===== config.mk =====
export PLATFORM = sky130hd
export DESIGN_NAME = mbs_sched
export DESIGN_NICKNAME = d
export VERILOG_FILES = /design/src/rtl/mbs_pkg.sv /design/src/rtl/mbs_order.sv /design/src/rtl/mbs_collect.sv /design/src/rtl/mbs_ctrl.sv /design/src/rtl/mbs_sched.sv
export SDC_FILE = /design/constraint.sdc
export NUM_CORES = 1
export LEC_CHECK = 0
export ABC_AREA = 1
export BUFFER_PORTS_ARGS = -buffer_cell sky130_fd_sc_hd__buf_2
export CAP_MARGIN = 20
export CORE_UTILIZATION = 45
export DETAILED_ROUTE_END_ITERATION = 8
export GPL_TIMING_DRIVEN = 0
export PLACE_DENSITY_LB_ADDON = 0.2
export SLEW_MARGIN = 20
export SYNTH_ARGS = -nofsm -noshare
export SYNTH_HDL_FRONTEND = slang
export SYNTH_SLANG_ARGS = --single-unit
export TNS_END_PERCENT = 100

===== constraint.sdc =====
create_clock -name clk -period 1.52 [get_ports clk]
set_input_delay 0.304 -clock clk [delete_from_list [all_inputs] [get_ports clk]]
set_output_delay 0.304 -clock clk [all_outputs]
set_load 0.05 [all_outputs]

===== src/rtl/mbs_pkg.sv =====
package mbs_pkg;
   typedef enum logic [3:0] {
      ST_IDLE,
      ST_P1_GO,
      ST_P1_WAIT,
      ST_EVAL,
      ST_PICK,
      ST_P2_GO,
      ST_P2_ENG,
      ST_P2_ANA,
      ST_DONE
   } sched_st_e;
endpackage


===== src/rtl/mbs_order.sv =====
// Elaboration-time service order: position p -> memory index, largest first.
module mbs_order #(
   parameter int          N_MEM = 4,
   parameter int          IDX_W = 2,
   parameter int unsigned MEM_WORDS [N_MEM] = '{256, 1024, 512, 1024}
) (
   output logic [N_MEM-1:0][IDX_W-1:0] order_idx
);
   function automatic int rank_of(int i);
      int r = 0;
      for (int j = 0; j < N_MEM; j++) begin
         if (MEM_WORDS[j] > MEM_WORDS[i] ||
             (MEM_WORDS[j] == MEM_WORDS[i] && j < i)) r++;
      end
      return r;
   endfunction

   function automatic int idx_at(int p);
      int found = 0;
      for (int i = 0; i < N_MEM; i++) begin
         if (rank_of(i) == p) found = i;
      end
      return found;
   endfunction

   for (genvar p = 0; p < N_MEM; p++) begin : g_pos
      if (MEM_WORDS[p] == 0) begin : g_bad_size
         $error("mbs_order: memory size must be non-zero");
      end
      assign order_idx[p] = IDX_W'(idx_at(p));
   end
endmodule


===== src/rtl/mbs_collect.sv =====
// First-pass capture of fail flag and fault count per memory.
module mbs_collect #(
   parameter int N_MEM  = 4,
   parameter int CNT_W  = 8,
   parameter int SPARES = 6
) (
   input  logic                         clk,
   input  logic                         rst_n,
   input  logic                         clr,
   input  logic                         capture,
   input  logic [N_MEM-1:0]             eng_done,
   input  logic [N_MEM-1:0]             eng_fail,
   input  logic [N_MEM-1:0][CNT_W-1:0]  eng_cnt,
   output logic [N_MEM-1:0]             seen,
   output logic [N_MEM-1:0]             fail,
   output logic [N_MEM-1:0]             over,
   output logic [N_MEM-1:0][CNT_W-1:0]  cnt,
   output logic                         all_seen
);
   for (genvar i = 0; i < N_MEM; i++) begin : g_mem
      always_ff @(posedge clk or negedge rst_n) begin
         if (!rst_n) begin
            seen[i] <= 1'b0;
            fail[i] <= 1'b0;
            cnt[i]  <= '0;
         end else if (clr) begin
            seen[i] <= 1'b0;
            fail[i] <= 1'b0;
            cnt[i]  <= '0;
         end else if (capture && eng_done[i] && !seen[i]) begin
            seen[i] <= 1'b1;
            fail[i] <= eng_fail[i];
            cnt[i]  <= eng_fail[i] ? eng_cnt[i] : '0;
         end
      end
      assign over[i] = fail[i] && (int'(cnt[i]) > SPARES);

      // a latched result does not move while capture stays open
      a_r2_hold_result: assert property (@(posedge clk) disable iff (!rst_n)
         (seen[i] && !clr) |=> ($stable(cnt[i]) && $stable(fail[i])));
   end
   assign all_seen = &seen;
endmodule


===== src/rtl/mbs_ctrl.sv =====
// Run sequencer: parallel first pass, ordered serial second pass.
module mbs_ctrl
   import mbs_pkg::*;
#(
   parameter int N_MEM = 4,
   parameter int IDX_W = 2
) (
   input  logic                         clk,
   input  logic                         rst_n,
   input  logic                         start,
   input  logic                         all_seen,
   input  logic [N_MEM-1:0]             fail,
   input  logic [N_MEM-1:0]             over,
   input  logic [N_MEM-1:0][IDX_W-1:0]  order_idx,
   input  logic [N_MEM-1:0]             eng_done,
   input  logic                         ana_done,
   input  logic                         ana_ok,
   output logic                         clr,
   output logic                         capture,
   output logic [N_MEM-1:0]             eng_start,
   output logic                         ana_start,
   output logic [IDX_W-1:0]             ana_sel,
   output logic                         done,
   output logic                         all_pass,
   output logic [N_MEM-1:0]             rep,
   output logic [N_MEM-1:0]             irr
);
   localparam logic [IDX_W-1:0] LAST = IDX_W'(N_MEM - 1);

   sched_st_e        state;
   logic [IDX_W-1:0] ptr;
   logic [IDX_W-1:0] cur;

   assign cur     = order_idx[ptr];
   assign clr     = (state == ST_IDLE) && start;
   assign capture = (state == ST_P1_WAIT);

   always_comb begin
      eng_start = '0;
      if (state == ST_P1_GO)      eng_start = '1;
      else if (state == ST_P2_GO) eng_start = N_MEM'(1) << cur;
   end
   assign ana_start = (state == ST_P2_GO);
   assign ana_sel   = cur;
   assign done      = (state == ST_DONE);

   always_ff @(posedge clk or negedge rst_n) begin
      if (!rst_n) begin
         state    <= ST_IDLE;
         ptr      <= '0;
         all_pass <= 1'b0;
         rep      <= '0;
         irr      <= '0;
      end else begin
         unique case (state)
            ST_IDLE: if (start) begin
               state    <= ST_P1_GO;
               all_pass <= 1'b0;
               rep      <= '0;
               irr      <= '0;
            end
            ST_P1_GO:   state <= ST_P1_WAIT;
            ST_P1_WAIT: if (all_seen) state <= ST_EVAL;
            ST_EVAL: begin
               ptr <= '0;
               if (fail == '0) begin
                  all_pass <= 1'b1;
                  state    <= ST_DONE;
               end else begin
                  state <= ST_PICK;
               end
            end
            ST_PICK: begin
               if (fail[cur] && !over[cur]) state <= ST_P2_GO;
               else if (ptr == LAST)        state <= ST_DONE;
               else                         ptr   <= ptr + 1'b1;
            end
            ST_P2_GO:  state <= ST_P2_ENG;
            ST_P2_ENG: if (eng_done[cur]) state <= ST_P2_ANA;
            ST_P2_ANA: if (ana_done) begin
               rep[cur] <= ana_ok;
               irr[cur] <= !ana_ok;
               if (ptr == LAST) state <= ST_DONE;
               else begin
                  ptr   <= ptr + 1'b1;
                  state <= ST_PICK;
               end
            end
            ST_DONE: state <= ST_IDLE;
            default: state <= ST_IDLE;
         endcase
      end
   end

   a_r1_launch_all: assert property (@(posedge clk) disable iff (!rst_n)
      (state == ST_IDLE && start) |=> (eng_start == '1));
   a_r5_failed_only: assert property (@(posedge clk) disable iff (!rst_n)
      ana_start |-> (fail[ana_sel] && !over[ana_sel]));
   a_r6_one_engine: assert property (@(posedge clk) disable iff (!rst_n)
      ana_start |-> ($countones(eng_start) == 1 && eng_start[ana_sel]));
   a_r7_verdict: assert property (@(posedge clk) disable iff (!rst_n)
      (state == ST_P2_ANA && ana_done) |=>
         (rep[$past(ana_sel)] == $past(ana_ok) && irr[$past(ana_sel)] == !$past(ana_ok)));
   a_r8_done_pulse: assert property (@(posedge clk) disable iff (!rst_n)
      done |=> !done);
   a_r4_all_pass: assert property (@(posedge clk) disable iff (!rst_n)
      (done && all_pass) |-> (fail == '0));
endmodule


===== src/rtl/mbs_sched.sv =====
module mbs_sched #(
   parameter int          N_MEM      = 4,
   parameter int          CNT_W      = 8,
   parameter int          SPARE_ROWS = 3,
   parameter int          SPARE_COLS = 3,
   parameter int unsigned MEM_WORDS [N_MEM] = '{256, 1024, 512, 1024},
   localparam int         IDX_W      = (N_MEM > 1) ? $clog2(N_MEM) : 1
) (
   input  logic                     clk,
   input  logic                     rst_n,
   input  logic                     start,
   output logic [N_MEM-1:0]         eng_start,
   input  logic [N_MEM-1:0]         eng_done,
   input  logic [N_MEM-1:0]         eng_fail,
   input  logic [N_MEM*CNT_W-1:0]   eng_fault_cnt,
   output logic                     ana_start,
   output logic [IDX_W-1:0]         ana_sel,
   input  logic                     ana_done,
   input  logic                     ana_ok,
   output logic                     done,
   output logic                     all_pass,
   output logic [N_MEM-1:0]         st_pass,
   output logic [N_MEM-1:0]         st_repaired,
   output logic [N_MEM-1:0]         st_irrep,
   output logic [N_MEM*CNT_W-1:0]   st_fault_cnt
);
   localparam int SPARES = SPARE_ROWS + SPARE_COLS;

   if (N_MEM < 1 || CNT_W < 1 || SPARES < 1) begin : g_bad_cfg
      $error("mbs_sched: N_MEM, CNT_W and spare total must be positive");
   end

   logic [N_MEM-1:0][IDX_W-1:0] order_idx;
   logic [N_MEM-1:0][CNT_W-1:0] cnt_in, cnt_q;
   logic [N_MEM-1:0]            seen, fail, over, rep, irr;
   logic                        all_seen, clr, capture;

   assign cnt_in       = eng_fault_cnt;
   assign st_fault_cnt = cnt_q;

   mbs_order #(.N_MEM(N_MEM), .IDX_W(IDX_W), .MEM_WORDS(MEM_WORDS)) u_order (
      .order_idx(order_idx)
   );

   mbs_collect #(.N_MEM(N_MEM), .CNT_W(CNT_W), .SPARES(SPARES)) u_collect (
      .clk(clk), .rst_n(rst_n), .clr(clr), .capture(capture),
      .eng_done(eng_done), .eng_fail(eng_fail), .eng_cnt(cnt_in),
      .seen(seen), .fail(fail), .over(over), .cnt(cnt_q), .all_seen(all_seen)
   );

   mbs_ctrl #(.N_MEM(N_MEM), .IDX_W(IDX_W)) u_ctrl (
      .clk(clk), .rst_n(rst_n), .start(start), .all_seen(all_seen),
      .fail(fail), .over(over), .order_idx(order_idx), .eng_done(eng_done),
      .ana_done(ana_done), .ana_ok(ana_ok), .clr(clr), .capture(capture),
      .eng_start(eng_start), .ana_start(ana_start), .ana_sel(ana_sel),
      .done(done), .all_pass(all_pass), .rep(rep), .irr(irr)
   );

   assign st_pass     = seen & ~fail;
   assign st_repaired = rep;
   assign st_irrep    = over | irr;

   // a memory over the spare budget never reports a repair
   a_r3_over_not_repaired: assert property (@(posedge clk) disable iff (!rst_n)
      done |-> ((over & rep) == '0));
endmodule


==> impl_metrics.json, run 1 <==
{
  "status": "complete, but fails checks",
  "violations": "setup timing",
  "critPathLaunchType": "flip-flop",
  "cts_buffer_depth": 2,
  "core-area_um2": 6030,
  "hold_viol": 0,
  "cts-root-buf": "clkbuf_8",
  "timing.final.ws_setup_ps": -245,
  "gp_congestion": 0.874,
  "grt_overflow": 0,
  "n_fill_cell": 345,
  "cts_tree": "built",
  "cts_max_level": 2,
  "yosysWarnings": 0,
  "path_class": "reg -> out",
  "synth_area_per_cell_um2": 8.20,
  "async_flop_share": 1.00,
  "synth_edf_count": 0,
  "rows": 28,
  "antenna_cells": 0,
  "synth_top_area_share": 0.478,
  "clk_pin_slew_worst_paths_ps": 100,
  "drt-wirelength-per-cell_um": 16.6,
  "dr.pass1.iters": 4,
  "wl_um": 9790,
  "crit_required_ps": 1220,
  "slew_headroom": 0.504,
  "post_drt_via_cell_ratio": 5.28,
  "synthTopCellsByCount": "74 x inv_1, 55 x dfrtp_1, 47 x nand2_1",
  "syn_area_um2": 2880,
  "die-width_um": 82.0,
  "utilization": 0.824,
  "nets": 561,
  "synth.most_common_cell": "inv_1",
  "fp.dieH_um": 82.0,
  "grt_pass1_wl_um": 14000,
  "period_needed_ps": 1770,
  "arrival_ps": 1460,
  "port_buffers": 97,
  "grt_max_degree": 56,
  "synth_area_leaders": "dfrtp_1 48%, inv_1 9.7%, nand3_1 7.5%",
  "rsz0062_at_grt": "true",
  "synth_cells": 351,
  "insertion_delay_ps": 320,
  "drt_iter0_drc": 139,
  "min_period_over_period": 1.16,
  "timing.fmax_ghz": 0.566,
  "num_vias": 3107,
  "dpl.hpwl_um": 5400,
  "place_ws_ps": -321,
  "power_density_nw_per_um2": 2390,
  "critical_path.endpoint_type": "output pin",
  "clock-sinks": 55,
  "yosys.area.top_type": "dfrtp_1",
  "drv_slew": 0,
  "synth_ff_type": "dfrtp_1",
  "die-area_um2": 6720,
  "ys_seq_area_frac": 0.478,
  "final-setup-viol-count": 64,
  "synth_fp_nets": 400,
  "antenna_found_initial": 0,
  "worst_pin_slew_ps": 744,
  "areaGrowthSynthToFinish_pct": 72.7,
  "grt_pass1_vias": 2987,
  "hold_path_class": "in -> async",
  "drive_above_1_share": 0.622,
  "total_power_mw": 11.9,
  "rr_worst_depth": 10,
  "synth-seq-cells": 55,
  "grt_usage": 0.278,
  "start_util": 0.477,
  "drc": 0,
  "antenna_left": 0,
  "numCtsBuffers": 5,
  "critPathMaxFanout": 5,
  "yosysUniqueCellTypes": 28,
  "ir_worst_vdd_v": 0.00137,
  "total_leakage_power_nw": 2.53,
  "io_pins": 98,
  "clock_skew_ps": 11.9,
  "cap_violations": 0,
  "hold_buffers": 0
}
[report_power, final]
| part | switching [mW] | internal (mW) | total [mW] |
|---|---|---|---|
| sequential | 0.484 | 2.05 | 2.54 |
| combinational | 5.25 | 3.00 | 8.24 |
| clock | 0.526 | 0.543 | 1.07 |
[cells in the final DEF (no fill, tap or decap), types with 4 or more instances in the layout]
| cell | count |
|---|---|
| nand2_1 | 33 |
| o21ai_1 | 10 |
| nor2_1 | 14 |
| nor2_2 | 4 |
| inv_4 | 4 |
| nand3_2 | 17 |
| buf_2 | 82 |
| buf_4 | 38 |
| inv_2 | 14 |
| nor2_4 | 9 |
| clkbuf_8 | 6 |
| nand2_2 | 11 |
| nand4_1 | 4 |
| o22ai_2 | 9 |
| nand3_4 | 14 |
| nand2_4 | 5 |
| inv_1 | 57 |
| buf_8 | 9 |
| buf_6 | 17 |
| dfrtp_2 | 16 |
| o22ai_1 | 4 |
| nand3_1 | 24 |
| o21ai_2 | 30 |
| dfrtp_1 | 39 |
| o21ai_4 | 7 |
| nand2_8 | 4 |
[kinds of logic after synthesis]
logic type | count (synthesis) | share of synthesized area
buffers and inverters | 83 | 0.115
flip-flops | 55 | 0.478
adder cells (fa/ha/maj) | 4 | 0.0174
AND/OR/NAND/NOR | 142 | 0.264
AO/OA/AOI/OAI | 67 | 0.125
[worst max-delay path, stage by stage (launching register included)]
cell,delay [ps]
dfrtp_1,400
buf_6,120
clkinvlp_4,130
ha_4,340
buf_8,150
[state kept, by name, summed over array words and instances (netlist names)]
signal,flops
u_collect.cnt,32
u_collect.fail,4
u_collect.seen,4
u_ctrl.all_pass,1
u_ctrl.irr,4
u_ctrl.ptr,2
u_ctrl.rep,4
u_ctrl.state,4
[final cells by class]
class,count,area [µm²],area share
Multi-Input combinational cell,217,1830,0.368
Sequential cell,55,1400,0.281
Timing Repair Buffer,150,1120,0.226
Inverter,78,324,0.0652
Tap cell,75,93.8,0.0189
Clock buffer,6,82.6,0.0166
Buffer,5,81.3,0.0164
Clock inverter,2,38.8,0.00781
[timing repair]
item | in CTS | in global routing
resized for setup | 143 | 78
gates cloned | 7 | 1
setup buffers | 40 | 10
pin swaps | 36 | 25
endpoints found under the setup margin | 64 | 69
hold endpoints to repair | 0 | 0
[through the flow]
| step | cells | hold slack [ps] | instance area, µm² | setup TNS [ps] |
|---|---|---|---|---|
| finish | 588 | 50.2 | 4970 | -7900 |
| global route | 588 | 83.3 | 4970 | -12400 |
| CTS | 578 | 64.9 | 4590 | -5770 |
| detailed placement | 523 | 402 | 3560 | -5610 |
| global placement | 523 | 493 | 3560 | -4770 |
| floorplan | 351 | 8.41 | 2980 | -3190 |
[final timing paths]
path / startpoint / endpoint / slack [ps]
setup / recovery: u_ctrl.ptr[1] / ana_sel[1] / -250
hold / removal: rst_n / u_ctrl.state[1] / 50
setup reg to reg: u_ctrl.ptr[1] / u_ctrl.state[1] / -200
hold reg to reg: u_ctrl.all_pass / u_ctrl.all_pass / 500
max in group asynchronous: rst_n / u_collect.cnt[21] / 950
min in group clk: eng_fault_cnt[19] / u_collect.cnt[19] / 200
[routing by layer]
metal | GRT usage | up-vias | wire, µm
li1 | - | 1464 | -
met1 | 0.340 | 1520 | 3870
met2 | 0.489 | 103 | 5250
met3 | 0.0467 | 20 | 433
met4 | 0.0965 | 0 | 233
met5 | 0 | - | 0
(Power assumes the default switching activity.)
==> run 2, diff against run 1 <==
--- a/config.mk
+++ b/config.mk
@@ -12,8 +12,10 @@
 export DETAILED_ROUTE_END_ITERATION = 8
 export GPL_TIMING_DRIVEN = 0
 export PLACE_DENSITY_LB_ADDON = 0.2
+export SKIP_LAST_GASP = 1
 export SLEW_MARGIN = 20
 export SYNTH_ARGS = -nofsm -noshare
 export SYNTH_HDL_FRONTEND = slang
+export SYNTH_HIERARCHICAL = 1
 export SYNTH_SLANG_ARGS = --single-unit
 export TNS_END_PERCENT = 100
==> impl_metrics.json, run 2 <==
{
  "start_util": 0.478,
  "cp_common_cell": "nand2_1",
  "antenna_found_initial": 0,
  "antenna_left": 0,
  "cts_buffer_depth": 2,
  "core-area_um2": 6490,
  "dpl.hpwl_um": 5650,
  "clk_pin_slew_worst_paths_ps": 110,
  "worst_pin_slew_ps": 715,
  "power_density_nw_per_um2": 2390,
  "hold_path_class": "in -> async",
  "wl_um": 12700,
  "port_buffers": 97,
  "cts_tree": "built",
  "dp_cells": 600,
  "synth_area_per_cell_um2": 7.40,
  "grt_overflow": 0,
  "drt_iter0_drc": 246,
  "synth_edf_count": 0,
  "largest_reg_flops": 32,
  "clock_skew_ps": 9.83,
  "utilization": 0.835,
  "layout_commonest_cell": "nand2_1",
  "ir_worst_vdd_v": 0.00135,
  "grt_pass1_wl_um": 16200,
  "drv_slew": 0,
  "cap_violations": 0,
  "io_pins": 98,
  "status": "complete, but fails checks",
  "ys_seq_area_frac": 0.443,
  "ff2ff_setup_slack_ps": -600,
  "cp_cell_sequence": "buf_6 -> nand2_1 -> inv_2 -> nand2_4 -> inv_2 -> nand2_1 -> o211ai_1 -> nor2_2 -> nand2_2 -> nand2_1 -> nand2_1",
  "synth-seq-cells": 55,
  "timing.final.ws_setup_ps": -597,
  "insertion_delay_ps": 320,
  "timing.fmax_ghz": 0.472,
  "final-setup-viol-count": 67,
  "cpPeakStageDelay_ps": 440,
  "synth_ff_type": "dfrtp_1",
  "die-area_um2": 7240,
  "violations": "setup timing",
  "slew_headroom": 0.523,
  "post_drt_via_cell_ratio": 5.63,
  "place_ws_ps": -398,
  "synth.most_common_cell": "nand2_1",
  "cts-root-buf": "clkbuf_8",
  "critPathMaxFanout": 6,
  "clock-sinks": 55,
  "fp.dieH_um": 85.1,
  "rows": 29,
  "critical_path.endpoint_type": "flip-flop",
  "synthTopCellsByCount": "123 x nand2_1, 55 x dfrtp_1, 55 x inv_1, 55 x nand3_1, 33 x nor2_1",
  "drc": 0,
  "path_class": "reg -> reg",
  "numCtsBuffers": 5,
  "fin_hold_ws_ps": 5.22,
  "crit_buf_inv": 3,
  "synth_top_area_share": 0.443,
  "period_needed_ps": 2120,
  "grt_pass1_vias": 3441,
  "hold_viol": 0,
  "grt_max_degree": 56,
  "drive_above_1_share": 0.646,
  "syn_area_um2": 3110,
  "yosysWarnings": 6,
  "path_delay_family": "simple AND/OR/NAND/NOR gates",
  "yosysUniqueCellTypes": 24,
  "arrival_ps": 2330,
  "nets": 663,
  "async_flop_share": 1.00,
  "synth_area_leaders": "dfrtp_1 44%, nand2_1 15%, nand3_1 8.9%",
  "fin_cells": 695,
  "gp_congestion": 0.866,
  "critPathLaunchType": "flip-flop",
  "layout_common_cells": "94 x nand2_1, 83 x buf_2, 71 x buf_4",
  "areaGrowthSynthToFinish_pct": 74.6,
  "total_leakage_power_nw": 2.73,
  "regMostFlops": "u_collect/cnt",
  "crit_required_ps": 1730,
  "cts_max_level": 2,
  "cp_slowest_cell": "dfrtp_2",
  "rsz0062_at_grt": "true",
  "dr.pass1.iters": 5,
  "setup_tns_ps": -18560,
  "grt_usage": 0.283,
  "min_period_over_period": 1.39,
  "drt-wirelength-per-cell_um": 18.3,
  "yosys.area.top_type": "dfrtp_1",
  "synth_cells": 420,
  "num_vias": 3915,
  "antenna_cells": 0,
  "die-width_um": 85.1
}
run 2: cell count changes in the layout (fill, tap and decap cells not counted), moves of 8 or more:
cell,previous run,this run
buf_4,38,71
buf_6,17,30
conb_1,0,8
dfrtp_1,39,13
dfrtp_2,16,42
inv_1,57,42
nand2_1,33,94
nand2_2,11,25
nand3_2,17,27
nand3_4,14,6
nor2_2,4,14
nor2_4,9,26
o21ai_2,30,5
run 2: metrics by stage:
stage | instance area, µm² | power, mW
after floorplan | 3250 | 6.78
after global placement | 3830 | 7.93
after detailed placement | 3830 | 8.01
after CTS | 4960 | 11.2
after global routing | 5430 | 13.5
final | 5430 | 13.0
run 2: cell families (layout without fill, tap and decap cells):
| family | after synthesis | in the layout | synth area share |
|---|---|---|---|
| buffers and inverters | 68 | 258 | 0.0942 |
| adder cells (fa/ha/maj) | 1 | 1 | 0.00403 |
| AND/OR/NAND/NOR | 249 | 251 | 0.374 |
| flip-flops | 55 | 55 | 0.443 |
| AO/OA/AOI/OAI | 45 | 45 | 0.0822 |
| other | 2 | 8 | 0.00242 |
run 2: timing repair:
action	in CTS	in global routing
cloned	4	0
setup buffers	63	25
setup endpoints to repair	68	71
pin swaps	51	48
hold buffers	0	0
gates resized for setup	140	88
run 2: area by class of cell:
type | count | area, µm²
fill | 362 | 1070
clock inverter | 3 | 18.8
inverter | 59 | 236
timing repair buffer | 182 | 1330
buffer | 9 | 75.1
clock buffer | 5 | 68.8
multi-input combinational | 305 | 2170
tap | 77 | 96.3
sequential | 55 | 1430
run 2: where the power goes:
| part | switching (mW) | internal (mW) |
|---|---|---|
| sequential | 0.524 | 2.06 |
| combinational | 6.03 | 3.49 |
| clock | 0.523 | 0.327 |
run 2: path summary, 6_finish.rpt:
kind / from / to / depth (start not counted)
max reg2reg: u_ctrl/state[0] / u_ctrl/state[2] / 11
max: u_ctrl/state[0] / u_ctrl/state[2] / 11
min reg2reg: u_ctrl/all_pass / u_ctrl/all_pass / 2
min: rst_n / u_ctrl/ptr[1] / 1
min in group clk: eng_fault_cnt[1] / u_collect/cnt[1] / 3
max in group asynchronous: rst_n / u_ctrl/state[0] / 1
run 2: per-layer routing:
metal  track usage  vias to the layer above  part of all wire
met1         0.341                     1868              0.36
li1              -                     1717                 -
met2         0.508                      248              0.51
met4         0.109                        0             0.062
met3        0.0457                       82             0.065
met5             0                        -                 0
==> run 3, diff against run 2 <==
--- a/config.mk
+++ b/config.mk
@@ -8,6 +8,7 @@
 export ABC_AREA = 1
 export BUFFER_PORTS_ARGS = -buffer_cell sky130_fd_sc_hd__buf_2
 export CAP_MARGIN = 20
+export CORE_MARGIN = 3
 export CORE_UTILIZATION = 45
 export DETAILED_ROUTE_END_ITERATION = 8
 export GPL_TIMING_DRIVEN = 0
==> impl_metrics.json, run 3 (synthesis results as in run 2) <==
{
  "post_drt_via_cell_ratio": 5.62,
  "worst_pin_slew_ps": 724,
  "status": "complete, but fails checks",
  "hold_viol": 0,
  "crit_required_ps": 1780,
  "cts_tree": "built",
  "drt-wirelength-per-cell_um": 18.2,
  "slew_headroom": 0.518,
  "critPathMaxFanout": 5,
  "gp_congestion": 0.882,
  "start_util": 0.476,
  "wl_um": 12600,
  "regMostFlops": "u_collect/cnt",
  "drv_slew": 0,
  "place_area_um2": 3830,
  "total_power_mw": 13.1,
  "rsz0062_at_grt": "true",
  "grt_overflow": 0,
  "clock-sinks": 55,
  "critPathLaunchType": "flip-flop",
  "largest_reg_flops": 32,
  "die-width_um": 89.1,
  "nets": 660,
  "io_pins": 98,
  "hold_buffers": 0,
  "fp.dieH_um": 89.1,
  "fin_hold_ws_ps": 25.8,
  "die-area_um2": 7940,
  "min_period_over_period": 1.34,
  "place_ws_ps": -379,
  "utilization": 0.830,
  "final-setup-viol-count": 67,
  "wl_met1_um": 4480,
  "total_leakage_power_nw": 2.73,
  "critical_path.endpoint_type": "flip-flop",
  "cts-root-buf": "clkbuf_8",
  "arrival_ps": 2300,
  "cap_violations": 0,
  "insertion_delay_ps": 310,
  "timing.fmax_ghz": 0.490,
  "clock_skew_ps": 5.29,
  "wl_met3_um": 855,
  "timing.final.ws_setup_ps": -522,
  "rows": 29,
  "grt_usage": 0.268,
  "hold_path_class": "in -> async",
  "clk_pin_slew_worst_paths_ps": 100,
  "grt_pass1_vias": 3592,
  "core-area_um2": 6530,
  "num_vias": 3892,
  "violations": "setup timing",
  "dr.max_layer_used": "met4",
  "drt_iter0_drc": 283,
  "path_class": "reg -> reg",
  "drive_above_1_share": 0.631,
  "antenna_cells": 0,
  "ir_worst_vdd_v": 0.00155,
  "layout_commonest_cell": "nand2_1",
  "period_needed_ps": 2040,
  "antenna_left": 0,
  "dpl.hpwl_um": 5940,
  "numCtsBuffers": 5,
  "layout_common_cells": "92 x nand2_1, 81 x buf_2, 67 x buf_4",
  "cts_buffer_depth": 2,
  "grt_pass1_wl_um": 16600,
  "wl_met2_um": 6590,
  "areaGrowthSynthToFinish_pct": 74.6,
  "power_density_nw_per_um2": 2420,
  "antenna_found_initial": 0,
  "postLayoutCellArea_um2": 5420,
  "grt_max_degree": 56,
  "drc": 0,
  "dr.pass1.iters": 5,
  "cts_max_level": 2,
  "port_buffers": 97
}
[run 3: critical path, cell delays in order, from the launching register on]
cell	delay, ps
dfrtp_2	490
buf_6	150
nand2_4	50
nand3_2	90
nand2_4	160
buf_6	130
buf_6	100
nand3_2	50
nand3_1	100
nor2_1	80
nor2_2	240
buf_4	180
nand3_1	80
nand2_1	70
[run 3: timing repair]
action | in CTS | in global routing
buffers inserted | 62 | 24
resized for setup | 140 | 86
cloned | 3 | 1
pin swaps | 54 | 40
endpoints found under the setup margin | 69 | 70
[run 3: layout make-up]
class | count | area (µm²)
clock buffer | 5 | 68.8
buffer | 9 | 80.1
inverter | 59 | 249
sequential | 55 | 1430
timing repair buffer | 178 | 1330
tap | 77 | 96.3
multi-input combinational | 306 | 2130
fill | 342 | 1110
clock inverter | 3 | 46.3
[run 3: worst paths after layout]
| kind | startpoint | end | slack (ps) | depth (start not counted) |
|---|---|---|---|---|
| max | u_ctrl/ptr[0] | u_ctrl/state[2] | -520 | 13 |
| min | rst_n | u_ctrl/all_pass | 30 | 1 |
| max reg2reg | u_ctrl/ptr[0] | u_ctrl/state[2] | -520 | 13 |
| min reg2reg | u_ctrl/all_pass | u_ctrl/all_pass | 490 | 2 |
| max in group asynchronous | rst_n | u_collect/cnt[2] | 960 | 1 |
| min in group clk | eng_fault_cnt[6] | u_collect/cnt[6] | 210 | 3 |
[run 3: layer usage]
metal	vias up	global-route usage
met1	1895	0.316
met5	-	0
met2	225	0.482
met3	60	0.0516
met4	0	0.0961
li1	1712	-
[run 3: report_power, final]
group          internal [mW]  total (mW)  leakage [nW]  switching (mW)
combinational           3.54        9.51          2.00            5.97
sequential              2.06        2.59         0.681           0.529
clock                  0.497        1.01        0.0548           0.517
total                   6.10        13.1          2.73            7.01
[run 3: per-stage QoR]
step                      instances  setup TNS (ps)
after CTS                       670          -12880
final                           692          -19030
after floorplan                 426           -3720
after global routing            692          -22740
after detailed placement        600          -15530
after global placement          600          -14380
